## src/rtl/lenc_pkg.sv

```systemverilog
package lenc_pkg;

   typedef enum logic [2:0] {
      FMT_NRZL  = 3'd0,
      FMT_NRZM  = 3'd1,
      FMT_RZ    = 3'd2,
      FMT_MAN   = 3'd3,
      FMT_BMARK = 3'd4,
      FMT_RB    = 3'd5,
      FMT_AMI   = 3'd6,
      FMT_RSVD  = 3'd7
   } fmt_e;

   typedef enum logic [1:0] {
      LV_ZERO = 2'b00,
      LV_POS  = 2'b01,
      LV_NEG  = 2'b11
   } lvl_e;

   typedef struct packed {
      lvl_e first;
      lvl_e second;
   } pair_t;

   function automatic lvl_e uni_lvl(input logic b);
      return b ? LV_POS : LV_ZERO;
   endfunction

endpackage

```

## src/rtl/lenc_timing.sv

```systemverilog
module lenc_timing
   import lenc_pkg::*;
(
   input  logic clk,
   input  logic rst_n,
   input  logic half_tick,
   input  fmt_e fmt_in,
   output logic first_go,
   output logic second_go,
   output logic phase_q,
   output fmt_e fmt_q
);

   assign first_go  = half_tick & ~phase_q;
   assign second_go = half_tick &  phase_q;

   always_ff @(posedge clk) begin
      if (!rst_n) begin
         phase_q <= 1'b0;
         fmt_q   <= FMT_NRZL;
      end else begin
         if (half_tick) phase_q <= ~phase_q;
         if (first_go)  fmt_q   <= fmt_in;
      end
   end

endmodule

```

## src/rtl/lenc_history.sv

```systemverilog
module lenc_history #(
   parameter bit NRZM_INIT = 1'b0,
   parameter bit BM_INIT   = 1'b0,
   parameter bit AMI_INIT  = 1'b1
) (
   input  logic clk,
   input  logic rst_n,
   input  logic adv,
   input  logic d,
   output logic nrzm_new,
   output logic bm_new,
   output logic ami_pos
);

   logic nrzm_q, bm_q, ami_q;

   assign nrzm_new = nrzm_q ^ d;
   assign bm_new   = bm_q ^ d;
   assign ami_pos  = ami_q;

   always_ff @(posedge clk) begin
      if (!rst_n) begin
         nrzm_q <= NRZM_INIT;
         bm_q   <= BM_INIT;
         ami_q  <= AMI_INIT;
      end else if (adv) begin
         nrzm_q <= nrzm_new;
         bm_q   <= bm_new;
         ami_q  <= ami_q ^ d;
      end
   end

endmodule

```

## src/rtl/lenc_bipolar.sv

```systemverilog
module lenc_bipolar
   import lenc_pkg::*;
(
   input  logic en,
   input  logic bit_in,
   output lvl_e lvl
);

   always_comb begin
      if (!en)        lvl = LV_ZERO;
      else if (bit_in) lvl = LV_POS;
      else            lvl = LV_NEG;
   end

endmodule

```

## src/rtl/lenc_symbol.sv

```systemverilog
module lenc_symbol
   import lenc_pkg::*;
#(
   parameter bit RSVD_BIAS = 1'b1
) (
   input  fmt_e  fmt,
   input  logic  d,
   input  logic  nrzm_new,
   input  logic  bm_new,
   input  lvl_e  rb_lvl,
   input  lvl_e  ami_lvl,
   output pair_t sym
);

   always_comb begin
      sym = '{first: LV_ZERO, second: LV_ZERO};
      unique case (fmt)
         FMT_NRZL:  sym = '{first: uni_lvl(d),        second: uni_lvl(d)};
         FMT_NRZM:  sym = '{first: uni_lvl(nrzm_new), second: uni_lvl(nrzm_new)};
         FMT_RZ:    sym = '{first: uni_lvl(d),        second: LV_ZERO};
         FMT_MAN:   sym = '{first: uni_lvl(d),        second: uni_lvl(~d)};
         FMT_BMARK: sym = '{first: uni_lvl(bm_new),   second: uni_lvl(~bm_new)};
         FMT_RB:    sym = '{first: rb_lvl,            second: LV_ZERO};
         FMT_AMI:   sym = '{first: ami_lvl,           second: LV_ZERO};
         FMT_RSVD:  sym = RSVD_BIAS ? '{first: LV_ZERO, second: LV_ZERO}
                                    : '{first: uni_lvl(d), second: uni_lvl(d)};
         default:   sym = '{first: LV_ZERO, second: LV_ZERO};
      endcase
   end

endmodule

```

## src/rtl/line_encoder.sv

```systemverilog
module line_encoder
   import lenc_pkg::*;
#(
   parameter int LVL_W     = 2,
   parameter bit NRZM_INIT = 1'b0,
   parameter bit BM_INIT   = 1'b0,
   parameter bit AMI_INIT  = 1'b1,
   parameter bit RSVD_BIAS = 1'b1
) (
   input  logic             clk,
   input  logic             rst_n,
   input  logic             half_tick,
   input  logic             data_in,
   input  logic [2:0]       fmt_sel,
   input  logic             bias_force,
   output logic [LVL_W-1:0] line_lvl,
   output logic             line_first
);

   localparam int NUM_BIP = 2;
   localparam int BIP_RB  = 0;
   localparam int BIP_AMI = 1;

   if (LVL_W < 2) begin : g_bad_width
      $error("line_encoder: LVL_W must be at least 2");
   end

   fmt_e  fmt_now, fmt_lat;
   logic  first_go, second_go, phase_q;
   logic  nrzm_new, bm_new, ami_pos;
   logic  bip_en  [NUM_BIP];
   logic  bip_bit [NUM_BIP];
   lvl_e  bip_lvl [NUM_BIP];
   pair_t sym;
   lvl_e  out_q, second_q;

   assign fmt_now = fmt_e'(fmt_sel);

   lenc_timing u_timing (
      .clk       (clk),
      .rst_n     (rst_n),
      .half_tick (half_tick),
      .fmt_in    (fmt_now),
      .first_go  (first_go),
      .second_go (second_go),
      .phase_q   (phase_q),
      .fmt_q     (fmt_lat)
   );

   lenc_history #(
      .NRZM_INIT (NRZM_INIT),
      .BM_INIT   (BM_INIT),
      .AMI_INIT  (AMI_INIT)
   ) u_history (
      .clk      (clk),
      .rst_n    (rst_n),
      .adv      (first_go),
      .d        (data_in),
      .nrzm_new (nrzm_new),
      .bm_new   (bm_new),
      .ami_pos  (ami_pos)
   );

   // return-to-bias: always enabled, data picks sign
   // alternate mark: enabled by a mark, history picks sign
   assign bip_en[BIP_RB]   = 1'b1;
   assign bip_bit[BIP_RB]  = data_in;
   assign bip_en[BIP_AMI]  = data_in;
   assign bip_bit[BIP_AMI] = ami_pos;

   for (genvar g = 0; g < NUM_BIP; g++) begin : g_bip
      lenc_bipolar u_bip (
         .en     (bip_en[g]),
         .bit_in (bip_bit[g]),
         .lvl    (bip_lvl[g])
      );
   end

   lenc_symbol #(
      .RSVD_BIAS (RSVD_BIAS)
   ) u_symbol (
      .fmt      (fmt_now),
      .d        (data_in),
      .nrzm_new (nrzm_new),
      .bm_new   (bm_new),
      .rb_lvl   (bip_lvl[BIP_RB]),
      .ami_lvl  (bip_lvl[BIP_AMI]),
      .sym      (sym)
   );

   always_ff @(posedge clk) begin
      if (!rst_n) begin
         out_q    <= LV_ZERO;
         second_q <= LV_ZERO;
      end else if (first_go) begin
         out_q    <= bias_force ? LV_ZERO : sym.first;
         second_q <= sym.second;
      end else if (second_go) begin
         out_q    <= bias_force ? LV_ZERO : second_q;
      end
   end

   always_comb begin
      line_lvl      = {LVL_W{out_q[1]}};
      line_lvl[1:0] = out_q;
   end

   assign line_first = phase_q;

endmodule

```

## config.mk

```make
export PLATFORM = sky130hd
export DESIGN_NAME = line_encoder
export DESIGN_NICKNAME = d
export VERILOG_FILES = /design/src/rtl/lenc_pkg.sv /design/src/rtl/lenc_timing.sv /design/src/rtl/lenc_history.sv /design/src/rtl/lenc_bipolar.sv /design/src/rtl/lenc_symbol.sv /design/src/rtl/line_encoder.sv
export SDC_FILE = /design/constraint.sdc
export NUM_CORES = 1
export LEC_CHECK = 0
export BUFFER_PORTS_ARGS = -buffer_cell sky130_fd_sc_hd__buf_2
export CORE_AREA = 2 2 39 41
export DETAILED_ROUTE_END_ITERATION = 10
export DIE_AREA = 0 0 41 43
export GPL_TIMING_DRIVEN = 0
export PLACE_DENSITY = 0.54
export REMOVE_ABC_BUFFERS = 1
export SYNTH_ARGS = -nofsm -noshare
export SYNTH_HDL_FRONTEND = slang
export SYNTH_SLANG_ARGS = --single-unit
export TNS_END_PERCENT = 20
```

## constraint.sdc

```tcl
create_clock -name clk -period 1.3 [get_ports clk]
set_clock_uncertainty 0.15 [all_clocks]
set_input_delay 0.13 -clock clk [delete_from_list [all_inputs] [get_ports clk]]
set_output_delay 0.13 -clock clk [all_outputs]
set_load 0.1 [all_outputs]
```

* Word-level counts from Yosys, hierarchy flattened *
Cells that the tools add are included.

operators by class
  equal/unequal tests = 7
  muxes and demuxes = 13
  bitwise operators = 6
  reduce and logical (&&, ||, !) cells = 2

operators by type and width
  kind                                                 count
  one-hot mux 4 bit (8 select lines)                   1
  2-to-1 mux 2 bit                                     7
  equality test 3 bit, second input constant           4
  equality test 3 x 2 -> 1 bit, second input constant  2
  2-to-1 mux 1 bit                                     5
  equality test 3 x 1 -> 1 bit, second input constant  1
  zero test 3 bit                                      1
  bitwise XOR 1 bit                                    3
  bitwise AND 1 bit                                    2
  nonzero test 2 bit                                   1
  NOT 1 bit                                            1

storage, ports and cells
  flip-flop bits (word level) = 8
  bits of input ports = 8
  output and inout bits = 3
  logic and storage cells = 34

* Depth between registers and ports, before layout *
Gate-level depths: netlist of run 1.

  depth in word-level cells = 5
  gate-level depth with buffers = 6
  gate-level depth less buffers = 6

* By module *
A second synthesis of run 1 with hierarchy kept.

unflattened totals
  cell total of the unflattened synthesis = 74
  area, all modules = 689.4 um^2

by module, submodules not included
  module        times used  cells each  area each (um^2)
  line_encoder  1           19          183.9
  lenc_timing   1           18          181.4
  lenc_history  1           16          165.2
  lenc_symbol   1           17          116.4
  lenc_bipolar  2           2           21.3

* Least setup slack after synthesis of run 1 *
OpenSTA, ideal clock, no wires.

  path type = register to register
  start point = reg u_timing.phase_q
  end point = reg second_q[0]
  setup time = 0.117 ns
  data arrival time = 1.568 ns
  slack = -0.535 ns
  stages on the path, launching flop included = 5
  cell sequence = dfxtp_1 -> and2b_1 -> o211ai_1 -> a21oi_1 -> a32o_1

between the ends
  cells in the longest elaborated chain, start to end = 2

ends and longest elaborated chain
  element                 RTL line            source
  start, declared         lenc_timing.sv:10   output logic phase_q,
  start signal, assigned  lenc_timing.sv:22   if (half_tick) phase_q <= ~phase_q;
  NOT 1 bit               lenc_timing.sv:14   assign first_go = half_tick & ~phase_q;
  bitwise AND 1 bit       lenc_timing.sv:14
  end signal, assigned    line_encoder.sv:97  second_q <= sym.second;
  end, declared           line_encoder.sv:35  lvl_e out_q, second_q;

Every way passes these cells.
A chain may end at the register's enable or synchronous reset.

* Worst setup path after layout of run 1 *
  start point = reg u_history.bm_q
  end point = reg out_q[0], in the netlist line_lvl[0]

between the ends
  cells in the longest elaborated chain, start to end = 5

ends and longest elaborated chain
  element                             RTL line            source
  start, declared                     lenc_history.sv:15  logic nrzm_q, bm_q, ami_q;
  start signal, assigned              lenc_history.sv:28  bm_q <= bm_new;
  bitwise XOR 1 bit                   lenc_history.sv:18  assign bm_new = bm_q ^ d;
  2-to-1 mux 1 bit                    lenc_pkg.sv:26      return b ? LV_POS : LV_ZERO;
  one-hot mux 4 bit (8 select lines)  lenc_symbol.sv:17   unique case (fmt)
  2-to-1 mux 2 bit                    line_encoder.sv:96  out_q <= bias_force ? LV_ZERO : sym.first;
  2-to-1 mux 2 bit                    line_encoder.sv:95  end else if (first_go) begin
  end signal, assigned                line_encoder.sv:96
  end signal, assigned                line_encoder.sv:99  out_q <= bias_force ? LV_ZERO : second_q;
  end, declared                       line_encoder.sv:35

Every way passes these cells. The select of a mux whose other input is x is not followed.

==> impl_metrics.json, run 1 <==
{
  "antenna_left": 0,
  "cts_tree": "built",
  "ys_seq_area_frac": 0.322,
  "status": "completed",
  "grt_antenna_before_repair": 0,
  "fin_nets": 75,
  "die_y_microns": 43,
  "finalCritPeriodShare": 0.952,
  "clock-root-buffer": "clkbuf_4",
  "critPathMaxFanout": 4,
  "clock_sinks": 7,
  "globalRoute.totalOverflow": 0,
  "cts_buffer_depth": 2,
  "worst_path_largest_cell_delay_ps": 350,
  "postCtsSetupRepairBufs": 0,
  "relSlewSlack": 0.784,
  "hold_viol_final": 0,
  "peakVddDrop_mv": 0.459,
  "hold_class": "primary input to register",
  "utilization": 0.399,
  "setup.worst_path.end": "line_lvl[0]",
  "synthCells": 52,
  "pre_cts_ws_ps": -21.3,
  "wl_microns": 946,
  "yosys_warnings": 0,
  "nFillCells": 154,
  "reg2reg_depth": 4,
  "antenna-diode-count": 0,
  "drt_iter0_drc": 11,
  "p_total_uw": 583,
  "cp-end-kind": "register",
  "io_buffers": 10,
  "crit_slowest_cell": "dfxtp_2",
  "crit_arrival_ps": 1230,
  "worst_pin_slew_ps": 321,
  "cap_violations": 0,
  "leakage_uw": 0.000226,
  "start_kind": "register",
  "critPathKind": "register to register",
  "final_cell_mix": "buf_2 (7), nand2_1 (6), o21ai_0 (5)",
  "grt_pass1_vias": 369,
  "route.detailed.drc": 0,
  "ys_types": 27,
  "slew_viol_final": 0,
  "r2r_setup_slack_ps": 60,
  "final_common_cell": "buf_2",
  "layout-drive-gt1-share": 0.323,
  "finalCriticalPeriod_ps": 1240,
  "clkTransAtPathRegs_ps": 60,
  "path_cells": "nand2_1 -> o22a_1 -> o311ai_2 -> a21boi_1",
  "core-area_sq_mm": 0.00138,
  "rsz0062_at_grt": "yes",
  "htreeDepth": 1,
  "viasPerCell": 5.28,
  "ys_seq_elements": 7,
  "fmax_mhz": 808,
  "grt_use_total": 0.131,
  "grt_max_degree": 11,
  "gp_congestion": 0.674,
  "fin_tns_setup_ps": 0,
  "cp.buffers_inverters": 0,
  "insertion_delay_ps": 260,
  "start_util": 0.315,
  "syn_area_sq_um": 435,
  "drtPass1Iterations": 4,
  "ioPinCount": 11,
  "die_area_sq_mm": 0.00176,
  "rows": 14,
  "numCtsBuffers": 3,
  "avgSynthCellArea_sq_um": 8.37,
  "wl_per_cell_microns": 11.7,
  "num_vias": 428,
  "rr_startpoint": "u_history.bm_q",
  "dp_hpwl_microns": 662,
  "pwr_density_cell_mw_per_mm2": 1060,
  "setup_viol": 0,
  "r2r_end": "line_lvl[0]",
  "die_w_microns": 41,
  "cp_data_required_time_ps": 1290,
  "synthToLayoutAreaGrowth_pct": 26.7,
  "critPathTopFamily": "compound AO/OA/AOI/OAI gates",
  "worst-path-stages": 4,
  "grt_pass1_wl_microns": 1530,
  "fin_ws_ps": 62.7,
  "crit_path_start": "u_history.bm_q"
}
-- cell usage after synthesis --
library cell,n,area share
inv_1,4,0.034
o21ai_0,5,0.057
nor2b_1,1,0.014
buf_4,1,0.017
nor2_1,1,0.0086
a21oi_1,3,0.034
a32o_1,1,0.023
o22a_1,1,0.020
nand2_1,6,0.052
nand2b_1,1,0.014
nand3b_1,1,0.017
and2_1,2,0.029
and3_1,1,0.014
nor4_2,1,0.029
o311ai_1,1,0.020
a32oi_1,1,0.020
o211ai_1,2,0.034
dfxtp_1,7,0.32
buf_6,1,0.026
nor3_1,3,0.034
a21boi_1,1,0.017
nand2b_4,1,0.032
and2b_1,1,0.017
xnor2_1,2,0.040
ha_1,1,0.029
a21boi_0,1,0.017
o311a_2,1,0.026
-- metal layers --
metal	routed length [microns]	track usage	up-vias	share of wire
met3	73	0.0471	2	0.077
met1	415	0.162	196	0.44
li1	-	-	213	-
met4	10	0.0800	0	0.011
met2	446	0.184	17	0.47
met5	0	0	-	0
-- state kept, by name (all words and copies together) (netlist names) --
name / flops
u_timing.phase_q: 1
second_q: 1
u_history.nrzm_q: 1
line_lvl: 2
u_history.ami_pos: 1
u_history.bm_q: 1
-- worst min path at each step --
stage | start | depth (start not counted) | end
after floorplan | rst_n | 1 | u_history.ami_pos
after global placement | rst_n | 2 | u_history.ami_pos
after detailed placement | rst_n | 2 | u_history.ami_pos
after CTS | half_tick | 3 | u_timing.phase_q
after global routing | half_tick | 3 | u_timing.phase_q
final | half_tick | 3 | u_history.ami_pos
-- per-stage QoR --
| stage | cell area (sq um) | hold slack (ps) | instances |
|---|---|---|---|
| floorplan | 417 | 68.9 | 50 |
| detailed placement | 487 | 253 | 76 |
| global placement | 487 | 250 | 76 |
| finish | 552 | 90.0 | 81 |
| global route | 552 | 98.0 | 81 |
| CTS | 546 | 89.6 | 81 |
-- where the power goes --
part / leakage, uW / internal (uW) / switching [uW]
Clock: 0.0000150 / 117 / 85.3
Sequential: 0.0000582 / 231 / 11.6
Combinational: 0.000153 / 53.4 / 83.7
Total: 0.000226 / 402 / 181
-- what timing repair did --
action	CTS	global route
pin swaps	1	2
hold endpoints to repair	1	0
setup endpoints to repair	3	3
resized for setup	5	4
hold buffers	1	0
-- cells by family (layout without fill, tap and decap cells) --
kind of cell | count (synthesis) | after routing | synth area share
flip-flops | 7 | 7 | 0.322
adder cells (fa/ha/maj) | 1 | 1 | 0.0287
AO/OA/AOI/OAI | 17 | 17 | 0.270
XOR/XNOR | 2 | 2 | 0.0402
buffers and inverters | 6 | 19 | 0.0776
AND/OR/NAND/NOR | 19 | 19 | 0.261
-- worst reg2reg max path: stages (launching register included) --
cell,delay (ps)
dfxtp_2,350
nand2_1,80
o22a_1,210
o311ai_2,240
a21boi_1,100
-- area by class of cell --
| type | instances | area [sq um] | area share |
|---|---|---|---|
| Clock buffer | 4 | 26.3 | 0.0476 |
| Sequential cell | 7 | 145 | 0.263 |
| Tap cell | 16 | 20.0 | 0.0363 |
| Inverter | 4 | 15.0 | 0.0272 |
| Multi-Input combinational cell | 39 | 278 | 0.503 |
| Timing Repair Buffer | 11 | 67.6 | 0.122 |
Power figures use the tool's default switching activity.
==> inputs of run 2 (changes only) <==
--- a/config.mk
+++ b/config.mk
@@ -6,11 +6,12 @@
 export NUM_CORES = 1
 export LEC_CHECK = 0
 export BUFFER_PORTS_ARGS = -buffer_cell sky130_fd_sc_hd__buf_2
-export CORE_AREA = 2 2 39 41
+export CELL_PAD_IN_SITES_DETAIL_PLACEMENT = 1
+export CELL_PAD_IN_SITES_GLOBAL_PLACEMENT = 2
+export CORE_UTILIZATION = 27
 export DETAILED_ROUTE_END_ITERATION = 10
-export DIE_AREA = 0 0 41 43
 export GPL_TIMING_DRIVEN = 0
-export PLACE_DENSITY = 0.54
+export PLACE_DENSITY = 0.71
 export REMOVE_ABC_BUFFERS = 1
 export SYNTH_ARGS = -nofsm -noshare
 export SYNTH_HDL_FRONTEND = slang
==> impl_metrics.json, run 2 (synthesis gave the netlist of run 1 again) <==
{
  "status": "completed",
  "r2r_setup_slack_ps": 10,
  "gp_congestion": 0.642,
  "core-area_sq_mm": 0.00151,
  "nFillCells": 187,
  "cp_data_required_time_ps": 1280,
  "fin_nets": 77,
  "wl_microns": 1150,
  "rr_startpoint": "u_history.bm_q",
  "drt_iter0_drc": 5,
  "dp_hpwl_microns": 714,
  "r2r_end": "line_lvl[0]",
  "die_w_microns": 42.2,
  "utilization": 0.380,
  "rsz0062_at_grt": "yes",
  "final_cell_mix": "buf_2 (7), o21ai_0 (5), clkbuf_4 (5)",
  "die_y_microns": 42.2,
  "die_area_sq_mm": 0.00178,
  "pre_cts_ws_ps": -54.7,
  "pwr_density_cell_mw_per_mm2": 1030,
  "cts_buffer_depth": 2,
  "peakVddDrop_mv": 0.531,
  "insertion_delay_ps": 250,
  "rows": 14,
  "layout-drive-gt1-share": 0.358,
  "numCtsBuffers": 3,
  "worst_pin_slew_ps": 320,
  "start_kind": "register",
  "setup_viol": 0,
  "grt_antenna_before_repair": 0,
  "htreeDepth": 1,
  "antenna-diode-count": 0,
  "drtPass1Iterations": 2,
  "holdPathEnd": "u_timing.phase_q",
  "grt_pass1_wl_microns": 1990,
  "antenna_left": 0,
  "relSlewSlack": 0.785,
  "num_vias": 442,
  "fmax_mhz": 777,
  "route.detailed.drc": 0,
  "grt_use_total": 0.156,
  "wl_per_cell_microns": 13.9,
  "critPathKind": "register to register",
  "slew_viol_final": 0,
  "cap_violations": 0,
  "whs_ps": 98.1,
  "io_buffers": 10,
  "grt_pass1_vias": 421,
  "final_common_cell": "buf_2",
  "finalCriticalPeriod_ps": 1290,
  "finalCritPeriodShare": 0.990,
  "ioPinCount": 11,
  "hold_class": "primary input to register",
  "synthToLayoutAreaGrowth_pct": 31.6,
  "largest_register_ffs": 2,
  "cts_tree": "built",
  "holdPathStages": 3,
  "fin_ws_ps": 13.1,
  "start_util": 0.289,
  "clkTransAtPathRegs_ps": 60,
  "reg2reg_depth": 4,
  "cp-end-kind": "register",
  "globalRoute.totalOverflow": 0,
  "clock-root-buffer": "clkbuf_4",
  "grt_max_degree": 11,
  "min_from": "half_tick",
  "viasPerCell": 5.33,
  "hold_viol_final": 0,
  "critPathMaxFanout": 3,
  "leakage_uw": 0.000237,
  "clock_sinks": 7,
  "crit_arrival_ps": 1270
}
## run 2: cell count changes in the layout (fill, tap and decap cells not counted)
cell | before | now
dfxtp_1 | 3 | 4
dfxtp_4 | 0 | 1
clkbuf_4 | 4 | 5
nand2_1 | 6 | 4
buf_4 | 2 | 3
nand2_2 | 0 | 2
dfxtp_2 | 4 | 2
## run 2: how the worst max path moves through the flow
stage	start	endpoint	slack [ps]	depth (start not counted)
5_1_grt	u_history.bm_q	line_lvl[0]	-60	4
3_5_place_dp	u_history.bm_q	line_lvl[0]	-50	4
3_3_place_gp	u_history.nrzm_q	line_lvl[0]	-70	4
2_1_floorplan	u_timing.phase_q	second_q[0]	-540	4
4_1_cts	u_timing.phase_q	line_lvl[0]	5	4
6_report	u_history.bm_q	line_lvl[0]	10	4
## run 2: layout make-up
class	instances	area [sq um]	area share
Multi-Input combinational cell	39	283	0.493
Sequential cell	7	146	0.255
Timing Repair Buffer	13	82.6	0.144
Clock buffer	4	26.3	0.0459
Tap cell	16	20.0	0.0349
Inverter	4	15.0	0.0262
## run 2: critical path: stages (launching register included)
cell	delay (ps)
dfxtp_2	340
nand2_2	60
o22a_1	200
o311ai_2	310
a21boi_1	110
## run 2: where the power goes
group          internal [uW]  leakage (uW)  total, uW  switching [uW]
registers                230     0.0000588        243            12.6
logic                   58.6      0.000163        147            88.9
clock network            117     0.0000150        201            83.9
total                    406      0.000237        591             185
## run 2: per-layer routing
metal,track usage,vias to the layer above,part of all wire
met2,0.219,10,0.46
met5,0,-,0
met1,0.196,211,0.47
met4,0.131,0,0.020
met3,0.0431,2,0.046
li1,-,219,-
## run 2: repair_timing
action                                  CTS  global route
gates resized for setup                   6             5
endpoints found under the hold margin     1             0
pin swaps                                 1             4
setup buffers                             0             2
endpoints found under the setup margin    2             4
hold buffers                              1             0
## run 2: through the flow
| step | TNS [ps] | power, uW | cell area [sq um] | instances |
|---|---|---|---|---|
| floorplan | -3230 | 329 | 417 | 50 |
| global placement | -69.4 | 373 | 487 | 76 |
| detailed placement | -54.7 | 373 | 487 | 76 |
| CTS | 0 | 591 | 546 | 81 |
| global route | -84.9 | 639 | 573 | 83 |
| finish | 0 | 591 | 573 | 83 |
==> inputs of run 3 (changes only) <==
--- a/config.mk
+++ b/config.mk
@@ -8,12 +8,13 @@
 export BUFFER_PORTS_ARGS = -buffer_cell sky130_fd_sc_hd__buf_2
 export CELL_PAD_IN_SITES_DETAIL_PLACEMENT = 1
 export CELL_PAD_IN_SITES_GLOBAL_PLACEMENT = 2
-export CORE_UTILIZATION = 27
+export CORE_UTILIZATION = 33
 export DETAILED_ROUTE_END_ITERATION = 10
 export GPL_TIMING_DRIVEN = 0
-export PLACE_DENSITY = 0.71
+export PLACE_DENSITY_LB_ADDON = 0.1
 export REMOVE_ABC_BUFFERS = 1
 export SYNTH_ARGS = -nofsm -noshare
 export SYNTH_HDL_FRONTEND = slang
+export SYNTH_HIERARCHICAL = 1
 export SYNTH_SLANG_ARGS = --single-unit
 export TNS_END_PERCENT = 20
==> impl_metrics.json, run 3 <==
{
  "status": "finished, violations left",
  "violations": "design-rule violations, negative setup slack",
  "start_kind": "register",
  "clock-root-buffer": "clkbuf_4",
  "p_switching_uw": 212,
  "finalCritPeriodShare": 1.16,
  "fmax_mhz": 660,
  "peakVddDrop_mv": 0.556,
  "avgSynthCellArea_sq_um": 9.30,
  "route.detailed.drc": 1,
  "rsz0062_at_grt": "yes",
  "grt_pass1_wl_microns": 1960,
  "cp-end-kind": "register",
  "crit_slowest_cell": "dfxtp_2",
  "synthCells": 62,
  "leakage_uw": 0.000319,
  "cap_violations": 0,
  "die_w_microns": 43.8,
  "layout-drive-gt1-share": 0.434,
  "grt_pass1_vias": 458,
  "fin_nets": 86,
  "htreeDepth": 1,
  "setup_viol": 2,
  "final_common_cell": "buf_2",
  "antenna_left": 0,
  "num_vias": 470,
  "hold_class": "primary input to register",
  "critPathMaxFanout": 2,
  "rows": 14,
  "die_y_microns": 43.8,
  "seqPwrFrac": 0.416,
  "pwr_density_cell_mw_per_mm2": 968,
  "numCtsBuffers": 3,
  "wl_microns": 1160,
  "cts_buffer_depth": 2,
  "insertion_delay_ps": 250,
  "clkTransAtPathRegs_ps": 50,
  "critPathTopFamily": "compound AO/OA/AOI/OAI gates",
  "pwr-share-clk": 0.276,
  "cp_data_required_time_ps": 1280,
  "gp_congestion": 0.693,
  "path_cells": "xor2_2 -> and3b_2 -> a211oi_2 -> a31oi_1 -> inv_1 -> o21ai_1 -> o311a_1",
  "grt_max_degree": 14,
  "syn_area_sq_um": 577,
  "drt_iter0_drc": 6,
  "hold_viol_final": 0,
  "wl_per_cell_microns": 12.6,
  "antenna-diode-count": 0,
  "globalRoute.totalOverflow": 0,
  "swShare": 0.318,
  "io_buffers": 10,
  "grt_use_total": 0.142,
  "grt_antenna_before_repair": 0,
  "p_int_uw": 456,
  "fin_ws_ps": -214,
  "yosys_warnings": 6,
  "clock_sinks": 8,
  "start_util": 0.366,
  "finalCriticalPeriod_ps": 1510,
  "comb_power_share": 0.308,
  "die_area_sq_mm": 0.00192,
  "ioPinCount": 11,
  "worst_path_largest_cell_delay_ps": 330,
  "core-area_sq_mm": 0.00158,
  "critPathKind": "register to register",
  "final_cell_mix": "buf_2 (7), dfxtp_1 (6), clkbuf_4 (5), buf_4 (5), nand2_1 (5)",
  "drtPass1Iterations": 6,
  "crit_arrival_ps": 1490,
  "cts_tree": "built",
  "whs_ps": 66.9,
  "slew_viol_final": 0,
  "dp_hpwl_microns": 814,
  "utilization": 0.438,
  "cp.buffers_inverters": 1,
  "viasPerCell": 5.11,
  "synthToLayoutAreaGrowth_pct": 19.7
}
[run 3: repair_timing]
action	4_1_cts	5_1_grt
endpoints found under the setup margin	3	5
hold buffers	1	0
pin swaps	2	0
resized for setup	6	3
hold endpoints to repair	1	0
setup buffers	4	0
[run 3: power groups by stage]
stage / combinational (uW) / clock (uW) / sequential [uW]
2_1_floorplan: 80.4 / 0 / 330
3_3_place_gp: 176 / 0 / 281
3_5_place_dp: 178 / 0 / 282
4_1_cts: 202 / 199 / 277
5_1_grt: 225 / 215 / 280
6_report: 206 / 185 / 278
[run 3: worst reg2reg max path, stage by stage (launching register included)]
cell and delay, ps:
dfxtp_2 330, xor2_2 180, and3b_2 220, a211oi_2 210, a31oi_1 70, inv_1 60, o21ai_1 50, o311a_1 120
[run 3: path summary, 6_finish.rpt]
path	slack, ps	endpoint	startpoint	cells after the start
min reg2reg	370	second_q[0]	second_q[0]	2
max reg2reg	-210	line_lvl[0]	u_history/nrzm_q	7
min	70	line_lvl[0]	bias_force	3
max	-210	line_lvl[0]	u_history/nrzm_q	7
[run 3: metal layers]
layer	GRT usage	wire [microns]	share of wire
met4	0.113	17	0.015
met1	0.187	537	0.46
met5	0	0	0
met3	0.0125	26	0.022
met2	0.212	578	0.50
[run 3: final cells by class]
class / count / area (sq um)
clock buffer: 3 / 22.5
multi-input combinational: 48 / 380
tap: 16 / 20.0
inverter: 2 / 7.51
sequential: 8 / 163
timing repair buffer: 15 / 97.6
fill: 188 / 886
[run 3: per-stage QoR]
stage	instance area (sq um)	total power [uW]	setup TNS, ps	setup WS, ps	cells
after floorplan	536	410	-3360	-596	58
after global placement	606	457	-724	-371	84
after detailed placement	606	460	-682	-377	84
after CTS	678	678	-378	-209	92
after global routing	691	720	-615	-318	92
final	691	669	-372	-214	92
